File: config.mk
export PLATFORM = sky130hd
export DESIGN_NAME = serial_audio_port
export DESIGN_NICKNAME = d
export VERILOG_FILES = /design/src/rtl/sap_pkg.sv /design/src/rtl/sap_rst_sync.sv /design/src/rtl/sap_framer.sv /design/src/rtl/sap_rx.sv /design/src/rtl/sap_tx.sv /design/src/rtl/serial_audio_port.sv
export SDC_FILE = /design/constraint.sdc
export NUM_CORES = 1
export LEC_CHECK = 0
export BUFFER_PORTS_ARGS = -buffer_cell sky130_fd_sc_hd__buf_4
export CAP_MARGIN = 10
export CORE_MARGIN = 3
export CORE_UTILIZATION = 58
export DETAILED_ROUTE_END_ITERATION = 8
export PLACE_DENSITY = 0.93
export SLEW_MARGIN = 5
export SYNTH_ARGS = -nofsm -noshare
export SYNTH_HDL_FRONTEND = slang
export SYNTH_SLANG_ARGS = --single-unit
File: constraint.sdc
create_clock -name clk -period 6.53 [get_ports clk]
set_input_delay 0.653 -clock clk [delete_from_list [all_inputs] [get_ports clk]]
set_output_delay 0.653 -clock clk [all_outputs]
set_load 0.02 [all_outputs]
File: src/rtl/sap_pkg.sv
package sap_pkg;

  localparam int unsigned SAMPLE_W = 24;
  localparam int unsigned SLOT_W   = 6;
  localparam int unsigned CTRL_W   = 8;
  localparam int unsigned IDX_W    = $clog2(SAMPLE_W);

  typedef logic [SLOT_W-1:0] slot_t;
  localparam slot_t SLOT_MAX = '1;

  typedef enum logic [1:0] {
    ALN_LEFT  = 2'd0,
    ALN_RIGHT = 2'd1,
    ALN_I2S   = 2'd2
  } align_e;

  typedef struct packed {
    logic       long_frame;
    align_e     align;
    logic [1:0] wsel;
  } fmt_t;

  typedef struct packed {
    logic             hit;
    logic [IDX_W-1:0] idx;
  } slot_hit_t;

  function automatic fmt_t decode_fmt(input logic [CTRL_W-1:0] c);
    fmt_t f;
    f.long_frame = c[6];
    if (!c[6]) begin
      f.align = ALN_LEFT;
      f.wsel  = 2'd0;
    end else begin
      unique case (c[5:4])
        2'b01:   f.align = ALN_RIGHT;
        2'b10:   f.align = ALN_I2S;
        default: f.align = ALN_LEFT;
      endcase
      f.wsel = c[1:0];
    end
    return f;
  endfunction

  function automatic slot_t word_bits(input fmt_t f);
    slot_t w;
    unique case (f.wsel)
      2'd0:    w = slot_t'(16);
      2'd1:    w = slot_t'(18);
      2'd2:    w = slot_t'(20);
      default: w = slot_t'(24);
    endcase
    return w;
  endfunction

  function automatic slot_t half_slots(input fmt_t f);
    return f.long_frame ? slot_t'(32) : slot_t'(16);
  endfunction

  function automatic slot_t first_slot(input fmt_t f);
    slot_t s;
    unique case (f.align)
      ALN_RIGHT: s = half_slots(f) - word_bits(f);
      ALN_I2S:   s = slot_t'(1);
      default:   s = '0;
    endcase
    return s;
  endfunction

  // Map a slot number to a bit of the MSB-aligned sample word.
  function automatic slot_hit_t slot_pos(input fmt_t f, input slot_t s);
    slot_hit_t r;
    slot_t     first;
    slot_t     rel;
    first = first_slot(f);
    rel   = s - first;
    r.hit = (s >= first) && (rel < word_bits(f));
    r.idx = IDX_W'(SAMPLE_W - 1) - rel[IDX_W-1:0];
    return r;
  endfunction

  function automatic logic [SAMPLE_W-1:0] word_mask(input fmt_t f);
    logic [SAMPLE_W-1:0] m;
    m = '0;
    for (int i = 0; i < int'(SAMPLE_W); i++) begin
      if (i >= int'(SAMPLE_W) - int'(word_bits(f))) m[i] = 1'b1;
    end
    return m;
  endfunction

endpackage

File: src/rtl/sap_rst_sync.sv
module sap_rst_sync (
  input  logic clk_i,
  input  logic rst_ni,
  output logic rst_no
);

  logic [1:0] sync_q;
  logic [1:0] sync_d;

  always_comb begin
    sync_d = {sync_q[0], 1'b1};
  end

  always_ff @(posedge clk_i or negedge rst_ni) begin
    if (!rst_ni) begin
      sync_q <= '0;
    end else begin
      sync_q <= sync_d;
    end
  end

  assign rst_no = sync_q[1];

endmodule

File: src/rtl/sap_framer.sv
module sap_framer
  import sap_pkg::*;
(
  input  logic              clk_i,
  input  logic              rst_ni,
  input  logic              lrck_i,
  input  logic [CTRL_W-1:0] fmt_ctrl_i,
  output logic              edge_o,
  output slot_t             slot_o,
  output fmt_t              fmt_o,
  output logic              left_o,
  output fmt_t              fmt_q_o,
  output slot_t             slot_q_o,
  output logic              prev_left_o,
  output logic              synced_o
);

  logic  started_q, started_d;
  logic  lr_q, lr_d;
  logic  synced_q, synced_d;
  slot_t cnt_q, cnt_d;
  fmt_t  fmt_q, fmt_d;

  logic  boundary;
  slot_t cur_slot;
  fmt_t  fmt_eff;

  always_comb begin
    boundary = started_q & (lrck_i ^ lr_q);
    fmt_eff  = boundary ? decode_fmt(fmt_ctrl_i) : fmt_q;
    if (boundary) begin
      cur_slot = '0;
    end else if (cnt_q == SLOT_MAX) begin
      cur_slot = SLOT_MAX;
    end else begin
      cur_slot = cnt_q + slot_t'(1);
    end
    started_d = 1'b1;
    lr_d      = lrck_i;
    synced_d  = synced_q | boundary;
    cnt_d     = cur_slot;
    fmt_d     = fmt_eff;
  end

  always_ff @(posedge clk_i or negedge rst_ni) begin
    if (!rst_ni) begin
      started_q <= 1'b0;
      lr_q      <= 1'b0;
      synced_q  <= 1'b0;
      cnt_q     <= SLOT_MAX;
      fmt_q     <= '0;
    end else begin
      started_q <= started_d;
      lr_q      <= lr_d;
      synced_q  <= synced_d;
      cnt_q     <= cnt_d;
      fmt_q     <= fmt_d;
    end
  end

  assign edge_o      = boundary;
  assign slot_o      = cur_slot;
  assign fmt_o       = fmt_eff;
  assign left_o      = (fmt_eff.align == ALN_I2S) ? ~lrck_i : lrck_i;
  assign fmt_q_o     = fmt_q;
  assign slot_q_o    = cnt_q;
  assign prev_left_o = (fmt_q.align == ALN_I2S) ? ~lr_q : lr_q;
  assign synced_o    = synced_q;

  AST_FMT_HELD_MIDFRAME: assert property (@(posedge clk_i) disable iff (!rst_ni)
    (started_q && (lrck_i == lr_q)) |=> $stable(fmt_q));

endmodule

File: src/rtl/sap_rx.sv
module sap_rx
  import sap_pkg::*;
(
  input  logic                clk_i,
  input  logic                rst_ni,
  input  logic                sdin_i,
  input  logic                edge_i,
  input  slot_t               slot_i,
  input  fmt_t                fmt_i,
  input  fmt_t                fmt_q_i,
  input  logic                prev_left_i,
  input  logic                synced_i,
  output logic [SAMPLE_W-1:0] rx_data_o,
  output logic                rx_left_o,
  output logic                rx_valid_o
);

  logic [SAMPLE_W-1:0] acc_q, acc_d;
  logic [SAMPLE_W-1:0] data_q, data_d;
  logic                left_q, left_d;
  logic                valid_q, valid_d;
  logic [SAMPLE_W-1:0] contrib;
  slot_hit_t           pos;
  logic                publish;

  always_comb begin
    pos     = slot_pos(fmt_i, slot_i);
    contrib = '0;
    if (pos.hit) contrib[pos.idx] = sdin_i;
    acc_d   = edge_i ? contrib : (acc_q | contrib);
    publish = edge_i & synced_i;
    data_d  = publish ? acc_q : data_q;
    left_d  = publish ? prev_left_i : left_q;
    valid_d = publish;
  end

  always_ff @(posedge clk_i or negedge rst_ni) begin
    if (!rst_ni) begin
      acc_q   <= '0;
      data_q  <= '0;
      left_q  <= 1'b0;
      valid_q <= 1'b0;
    end else begin
      acc_q   <= acc_d;
      data_q  <= data_d;
      left_q  <= left_d;
      valid_q <= valid_d;
    end
  end

  assign rx_data_o  = data_q;
  assign rx_left_o  = left_q;
  assign rx_valid_o = valid_q;

  AST_RX_LOW_BITS_ZERO: assert property (@(posedge clk_i) disable iff (!rst_ni)
    valid_q |-> ((data_q & ~word_mask($past(fmt_q_i))) == '0));

  AST_RX_NO_VALID_UNSYNCED: assert property (@(posedge clk_i) disable iff (!rst_ni)
    valid_q |-> synced_i);

endmodule

File: src/rtl/sap_tx.sv
module sap_tx
  import sap_pkg::*;
(
  input  logic                clk_i,
  input  logic                rst_ni,
  input  logic                edge_i,
  input  slot_t               slot_i,
  input  fmt_t                fmt_i,
  input  logic                left_i,
  input  logic [SAMPLE_W-1:0] tx_left_i,
  input  logic [SAMPLE_W-1:0] tx_right_i,
  input  slot_t               slot_q_i,
  input  fmt_t                fmt_q_i,
  output logic                sdout_o
);

  logic [SAMPLE_W-1:0] word_q, word_d;
  logic                sdout_q, sdout_d;
  slot_hit_t           pos;

  always_comb begin
    if (edge_i) begin
      word_d = left_i ? tx_left_i : tx_right_i;
    end else begin
      word_d = word_q;
    end
    pos     = slot_pos(fmt_i, slot_i);
    sdout_d = pos.hit ? word_d[pos.idx] : 1'b0;
  end

  always_ff @(posedge clk_i or negedge rst_ni) begin
    if (!rst_ni) begin
      word_q  <= '0;
      sdout_q <= 1'b0;
    end else begin
      word_q  <= word_d;
      sdout_q <= sdout_d;
    end
  end

  assign sdout_o = sdout_q;

  AST_TX_QUIET_PAST_HALF: assert property (@(posedge clk_i) disable iff (!rst_ni)
    (slot_q_i >= half_slots(fmt_q_i)) |-> !sdout_q);

endmodule

File: src/rtl/serial_audio_port.sv
module serial_audio_port
  import sap_pkg::*;
(
  input  logic                clk,
  input  logic                rst_n,
  input  logic                lrck,
  input  logic                sdin,
  input  logic [CTRL_W-1:0]   fmt_ctrl,
  input  logic [SAMPLE_W-1:0] tx_left,
  input  logic [SAMPLE_W-1:0] tx_right,
  output logic                sdout,
  output logic [SAMPLE_W-1:0] rx_data,
  output logic                rx_is_left,
  output logic                rx_valid
);

  logic  rst_sn;
  logic  edge_w;
  slot_t slot_w;
  fmt_t  fmt_w;
  logic  left_w;
  fmt_t  fmt_q_w;
  slot_t slot_q_w;
  logic  prev_left_w;
  logic  synced_w;

  sap_rst_sync u_rst_sync (
    .clk_i  (clk),
    .rst_ni (rst_n),
    .rst_no (rst_sn)
  );

  sap_framer u_framer (
    .clk_i       (clk),
    .rst_ni      (rst_sn),
    .lrck_i      (lrck),
    .fmt_ctrl_i  (fmt_ctrl),
    .edge_o      (edge_w),
    .slot_o      (slot_w),
    .fmt_o       (fmt_w),
    .left_o      (left_w),
    .fmt_q_o     (fmt_q_w),
    .slot_q_o    (slot_q_w),
    .prev_left_o (prev_left_w),
    .synced_o    (synced_w)
  );

  sap_rx u_rx (
    .clk_i       (clk),
    .rst_ni      (rst_sn),
    .sdin_i      (sdin),
    .edge_i      (edge_w),
    .slot_i      (slot_w),
    .fmt_i       (fmt_w),
    .fmt_q_i     (fmt_q_w),
    .prev_left_i (prev_left_w),
    .synced_i    (synced_w),
    .rx_data_o   (rx_data),
    .rx_left_o   (rx_is_left),
    .rx_valid_o  (rx_valid)
  );

  sap_tx u_tx (
    .clk_i      (clk),
    .rst_ni     (rst_sn),
    .edge_i     (edge_w),
    .slot_i     (slot_w),
    .fmt_i      (fmt_w),
    .left_i     (left_w),
    .tx_left_i  (tx_left),
    .tx_right_i (tx_right),
    .slot_q_i   (slot_q_w),
    .fmt_q_i    (fmt_q_w),
    .sdout_o    (sdout)
  );

  AST_VALID_ON_LRCK_CHANGE: assert property (@(posedge clk) disable iff (!rst_sn)
    rx_valid |-> ($past(lrck) != $past(lrck, 2)));

endmodule

[Word level (Yosys, flattened, before mapping)]
Index checks and enable logic that the tools add are counted.
Operators by class
  reductions and logical operators: 3
  bitwise gates (word level): 8
  add/sub/neg operators: 4
  muxes and demuxes: 20
  equal/unequal tests: 8
  magnitude comparators: 4
Operator list (count)
  2-to-1 mux 24 bit: 4
  AND 24 bit: 1
  2-to-1 mux 6 bit: 4
  bitwise OR 24 bit: 1
  one-hot mux 4 bit (3 select lines): 1
  one-hot mux 6 bit (2 select lines): 1
  subtractor 6 bit: 2
  equality test 2 bit (second input constant): 4
  adder 6 x 1 -> 6 bit (second input constant): 1
  equality test 2 x 1 -> 1 bit (second input constant): 3
  equality test 6 bit (second input constant): 1
  greater-or-equal comparator 6 bit: 1
  less-than comparator 5 x 6 -> 1 bit (second input constant): 1
  less-than comparator 6 bit: 1
  binary-select mux 1 bit (select 5 bit): 1
  demux 1 bit (select 5 bit): 1
  greater-or-equal comparator 5 x 1 -> 1 bit (second input constant): 1
  2-to-1 mux 1 bit: 5
  2-to-1 mux 5 bit: 1
  subtractor 5 bit (first input constant): 1
  2-to-1 mux 4 bit: 1
  one-hot mux 2 bit (2 select lines): 1
  AND 1 bit: 2
  logical AND 1 bit: 2
  other kinds (4): 5
Storage, ports and cells
  output and inout port bits: 27
  flip-flop bits (word level): 91

[Longest topological paths before layout]
  word-level depth: 19
  depth in mapped cells: 23

[Cells and area by module]
A second synthesis with hierarchy kept.
Second synthesis, totals
  cell total of the unflattened synthesis: 497
  area total of the unflattened synthesis: 4952.2 um^2
By module, submodules not included
  sap_rx: instances 1, area an instance 2437.3 um^2, cells each 245, seq. area each 1251.2 um^2
  sap_tx: instances 1, area an instance 1804.2 um^2, cells each 192, seq. area each 625.6 um^2
  sap_framer: instances 1, area an instance 656.9 um^2, cells each 57, seq. area each 357.8 um^2
  sap_rst_sync: instances 1, area an instance 53.8 um^2, cells each 3, seq. area each 50.0 um^2

[Least setup slack after synthesis]
Ideal clock, no wire load.
  kind: input to register
  start point: in lrck
  end point: reg u_rx.acc_q[1]
  slack: 1.957 ns
  arrival time: 4.489 ns
  stages: 21
  path through: xor2_1 buf_4 nand2_4 buf_2 clkbuf_1 nand2_1 o21ai_0 inv_1 ha_1 ha_1 fa_1 xor2_1 inv_1 buf_2 ha_1 a21o_1 a21oi_1 o32ai_1 a211oi_2 nand4_1 o21ai_0
RTL lines
  start, declared: line serial_audio_port.sv:6  | input logic lrck,
  end signal, assigned: line sap_rx.sv:39  | acc_q <= '0;
  end signal, assigned: line sap_rx.sv:44  | acc_q <= acc_d;
  end, declared: line sap_rx.sv:18  | logic [SAMPLE_W-1:0] acc_q, acc_d;

==> summary.md <==
| Metric | Value |
|---|---|
| Die area | `~8800 µm²` |
| Ratio of final minimum period to clock period | `~85%` |
| Category of the most critical setup path | `input port to register` |
| Routed via count | `roughly 3500` |
| Sinks on Clock Net | `91` |
| Worst-case vdd ir drop | `approximately 240 µV` |
| Final Setup Violations | `0` |
| Cell type with the largest total area after synthesis | `dfrtp_1` |
| Remaining number of nets flagged by the antenna check after routing | `0` |
| Remaining routing DRC violations | `0` |
| Hold violation count in the final report | `0` |
| Actual transition at the worst max-transition pin | `approximately 1.1 ns` |
| Setup slack of the critical path after layout | `0.9725 ns` |
| Max transition margin | `26.25%` |
| Num ports | `a little under 90` |
| Clock Tree Buf Depth | `2` |
| Pleak | `between 2 and 3 nW` |
| Total of max-cap violations | `0` |
| Net count reported at finish | `571` |
| Die Width | `about 94 µm` |
| Cell types with the largest area share after synthesis | `dfrtp_1, mux2_2, ha_1, mux2i_1, nand2_1` |
| Worst reg-to-reg path cell count | `19` |
| Clock Latency Late Sink | `about 0.37 ns` |
| Total standard cell area after synthesis | `4472 µm²` |
| Post-DR vias/cell | `5.810` |
| Row Count | `31` |
| Commonest non-fill, non-tap cell in the layout | `buf_4` |
| Share of async-settable or async-resettable flops after synthesis | `100.0%` |
| Fraction of final layout cells sized beyond drive strength 1 | `between 20% and 30%` |
| Number of slew-limit violations in the final report | `0` |
| Area growth from synthesis to layout | `19.08%` |
| Post-Place Worst Slack | `a little under 0.8 ns` |
| Final critical delay including setup and external delays | `5.557 ns` |
| Floorplan Core Area | `7370 µm²` |
| Number of antenna violations at the first check in global routing | `0` |
| TritonCTS clock tree | `yes` |
| Number of port buffers | `slightly above 80` |
| Sequential fraction of the synthesis area | `about half` |
| Count of hold-fix buffers inserted at cts | `0` |
| Post-synth EDFFs | `0` |
| Yosys reg bits | `between 90 and 100` |
| Required time reported for the critical path endpoint | `roughly 6.8 ns` |
| Reg-to-reg slack, setup | `around 1.0 ns` |
| Number of library cell types mapped by synthesis | `56` |
| Resized cells post-CTS | `0` |
| Critical path capture point type | `register` |
| Global routing usage summed across all routing layers | `between 20% and 30%` |
| Result of the run | `complete, no violations` |
| Achievable frequency | `~180 MHz` |
| Reg-to-Reg Start | `u_framer.lr_q$_DFF_PN0_` |
| Weighted congestion at the end of routability-driven global placement | `slightly below 0.9` |
| Wire length reported by the detailed router | `about 10000 µm` |
| Syn Area/Cell | `around 11 µm²` |
| Proportion of netlist area held by the largest area contributor | `between 40% and 50%` |
| Die extent in y | `~94 µm` |
| Filler Cells Inserted | `about 480` |
| Count of synthesis-stage warnings from yosys | `0` |
| Setup Buffers After CTS | `0` |
| Vias in the first global route | `approximately 3500` |
| Clock transition time at the flip-flop clock pins of the worst setup and hold paths | `0.10 ns` |
| First-pass GRT wire length | `about 17000 µm` |
| Total power divided by cell area | `401.8 nW/µm²` |
| Diodes inserted | `0` |
| Most used flip-flop cell after synthesis | `dfrtp_1` |
| Master cell of the clock root buffer | `clkbuf_8` |
| Leading cell types in the layout, fill and taps excluded | `buf_4, dfrtp_1, nand2_1` |
| GRT overflow | `0` |
| Initial cell density of the core | `slightly above 60%` |
| WL/cell | `about 18 µm` |
| Final total negative setup slack | `0 ns` |
| Detailed-router iteration count before antenna repair | `5` |
| Unrepaired setup endpoints after global routing | `false` |
| Final worst clock skew | `between 0.01 and 0.015 ns` |
| Worst flop-to-flop path endpoint | `u_rx.acc_q[21]$_DFF_PN0_` |
| Maximum net fanout on the critical path | `between 40 and 50` |
| Hold Path Class | `input port to async pin` |
| Category of the worst setup path launch point | `input port` |
| Half-perimeter wire length of the detailed placement result | `approximately 7000 µm` |
| Clock buffers created by TritonCTS | `9` |
| DRT iter0 DRCs | `300` |
| Number of cells produced by synthesis | `approximately 410` |
| Depth of the CTS H-tree | `3` |
| CP Data Arrival Time | `5.82 ns` |
| Pin count of the biggest net entering global routing | `90` |
==> per-stage QoR <==
stage / std cells / util, % / total power [mW] / hold WS, ns / area (µm²)
finish: 596 / 72.26 / 2.140 / 0.05730 / 5325
global route: 596 / 72.26 / 2.263 / 0.04115 / 5325
CTS: 596 / 72.26 / 2.126 / 0.05343 / 5325
detailed placement: 580 / 69.35 / 1.703 / 0.3433 / 5111
global placement: 580 / 69.35 / 1.639 / 0.3407 / 5111
floorplan: 414 / - / 1.418 / 0.3312 / 4476
==> sequential cells by signal, indices dropped and copies added, names as in the netlist <==
register	flops
u_rx.rx_valid_o	1
u_framer.synced_o	1
u_rx.rx_data_o	24
u_rx.acc_q	24
u_tx.sdout_o	1
u_framer.slot_q_o	6
u_framer.lr_q	1
u_framer.fmt_q_o	5
u_rx.rx_left_o	1
u_rst_sync.sync_q	2
u_tx.word_q	24
u_framer.started_q	1
==> worst max-delay path: stages <==
cell	delay, ns
buf_4	0.14
xor2_1	0.19
buf_4	0.22
nand2_4	0.28
o31ai_1	0.51
inv_1	0.09
ha_1	0.28
nor2b_1	0.27
nand2b_1	0.11
ha_1	0.35
xor2_1	0.17
buf_4	0.19
inv_1	0.41
ha_1	0.33
a21o_1	0.16
a21oi_1	0.17
o32ai_1	0.10
a211oi_2	0.40
nand4_1	0.41
o21ai_0	0.36
==> final cells by class <==
cell class	count	area [µm²]	share of cell area [%]
clock buffer	10	137.6	2.585
clock inverter	6	76.32	1.433
inverter	21	78.83	1.480
multi-input combinational	284	1982	37.22
sequential	91	2288	42.97
tap	99	123.9	2.326
timing repair buffer	85	638.1	11.98
==> Yosys cell counts, types with 4 or more instances <==
cell,count
a21oi_1,25
nor2_1,25
nand4_1,4
inv_1,20
dfrtp_1,85
clkbuf_1,5
mux2i_1,22
a21oi_2,4
o21ai_0,33
nand3_1,5
nor2b_1,8
dfstp_2,6
a211oi_1,6
mux2_2,25
nand2_1,53
ha_1,18
buf_2,7
==> power by group <==
| part | switching (mW) | internal (mW) |
|---|---|---|
| Clock | 0.212 | 0.195 |
| Combinational | 0.564 | 0.369 |
| Sequential | 0.0871 | 0.713 |
==> routing by layer <==
layer  up-vias  routed length (µm)  GRT usage (%)  part of all wire (%)
li1       1591                   -              -                     -
met1      1688                3966          28.92                    38
met2       143                5510          43.35                    53
met3        41                 576          4.407                   5.5
met4         0                 379          12.27                   3.6
met5         -                   0              0                     0
==> kinds of logic (layout without fill, tap and decap cells) <==
group,count (synthesis),count (layout),share of synthesized area [%]
AO/OA/AOI/OAI,97,97,13.88
XOR/XNOR,7,7,1.791
adder cells (fa/ha/maj),19,19,5.484
buffers and inverters,39,122,4.672
flip-flops,91,91,51.09
multiplexers,48,48,11.72
other,1,2,0.08386
AND/OR/NAND/NOR,111,111,11.28
==> how the worst max path moves through the flow <==
| stage | depth (start not counted) | endpoint | from | slack, ns |
|---|---|---|---|---|
| 6_report | 20 | u_rx.acc_q[21]$_DFF_PN0_ | lrck | 0.97 |
| 3_5_place_dp | 20 | u_rx.acc_q[12]$_DFF_PN0_ | lrck | 0.79 |
| 2_1_floorplan | 21 | u_rx.acc_q[1]$_DFF_PN0_ | lrck | 1.96 |
| 4_1_cts | 20 | u_rx.acc_q[5]$_DFF_PN0_ | lrck | 1.10 |
| 5_1_grt | 20 | u_rx.acc_q[5]$_DFF_PN0_ | lrck | 0.73 |
| 3_3_place_gp | 20 | u_rx.acc_q[5]$_DFF_PN0_ | lrck | 1.04 |
(Power assumes the default switching activity.)
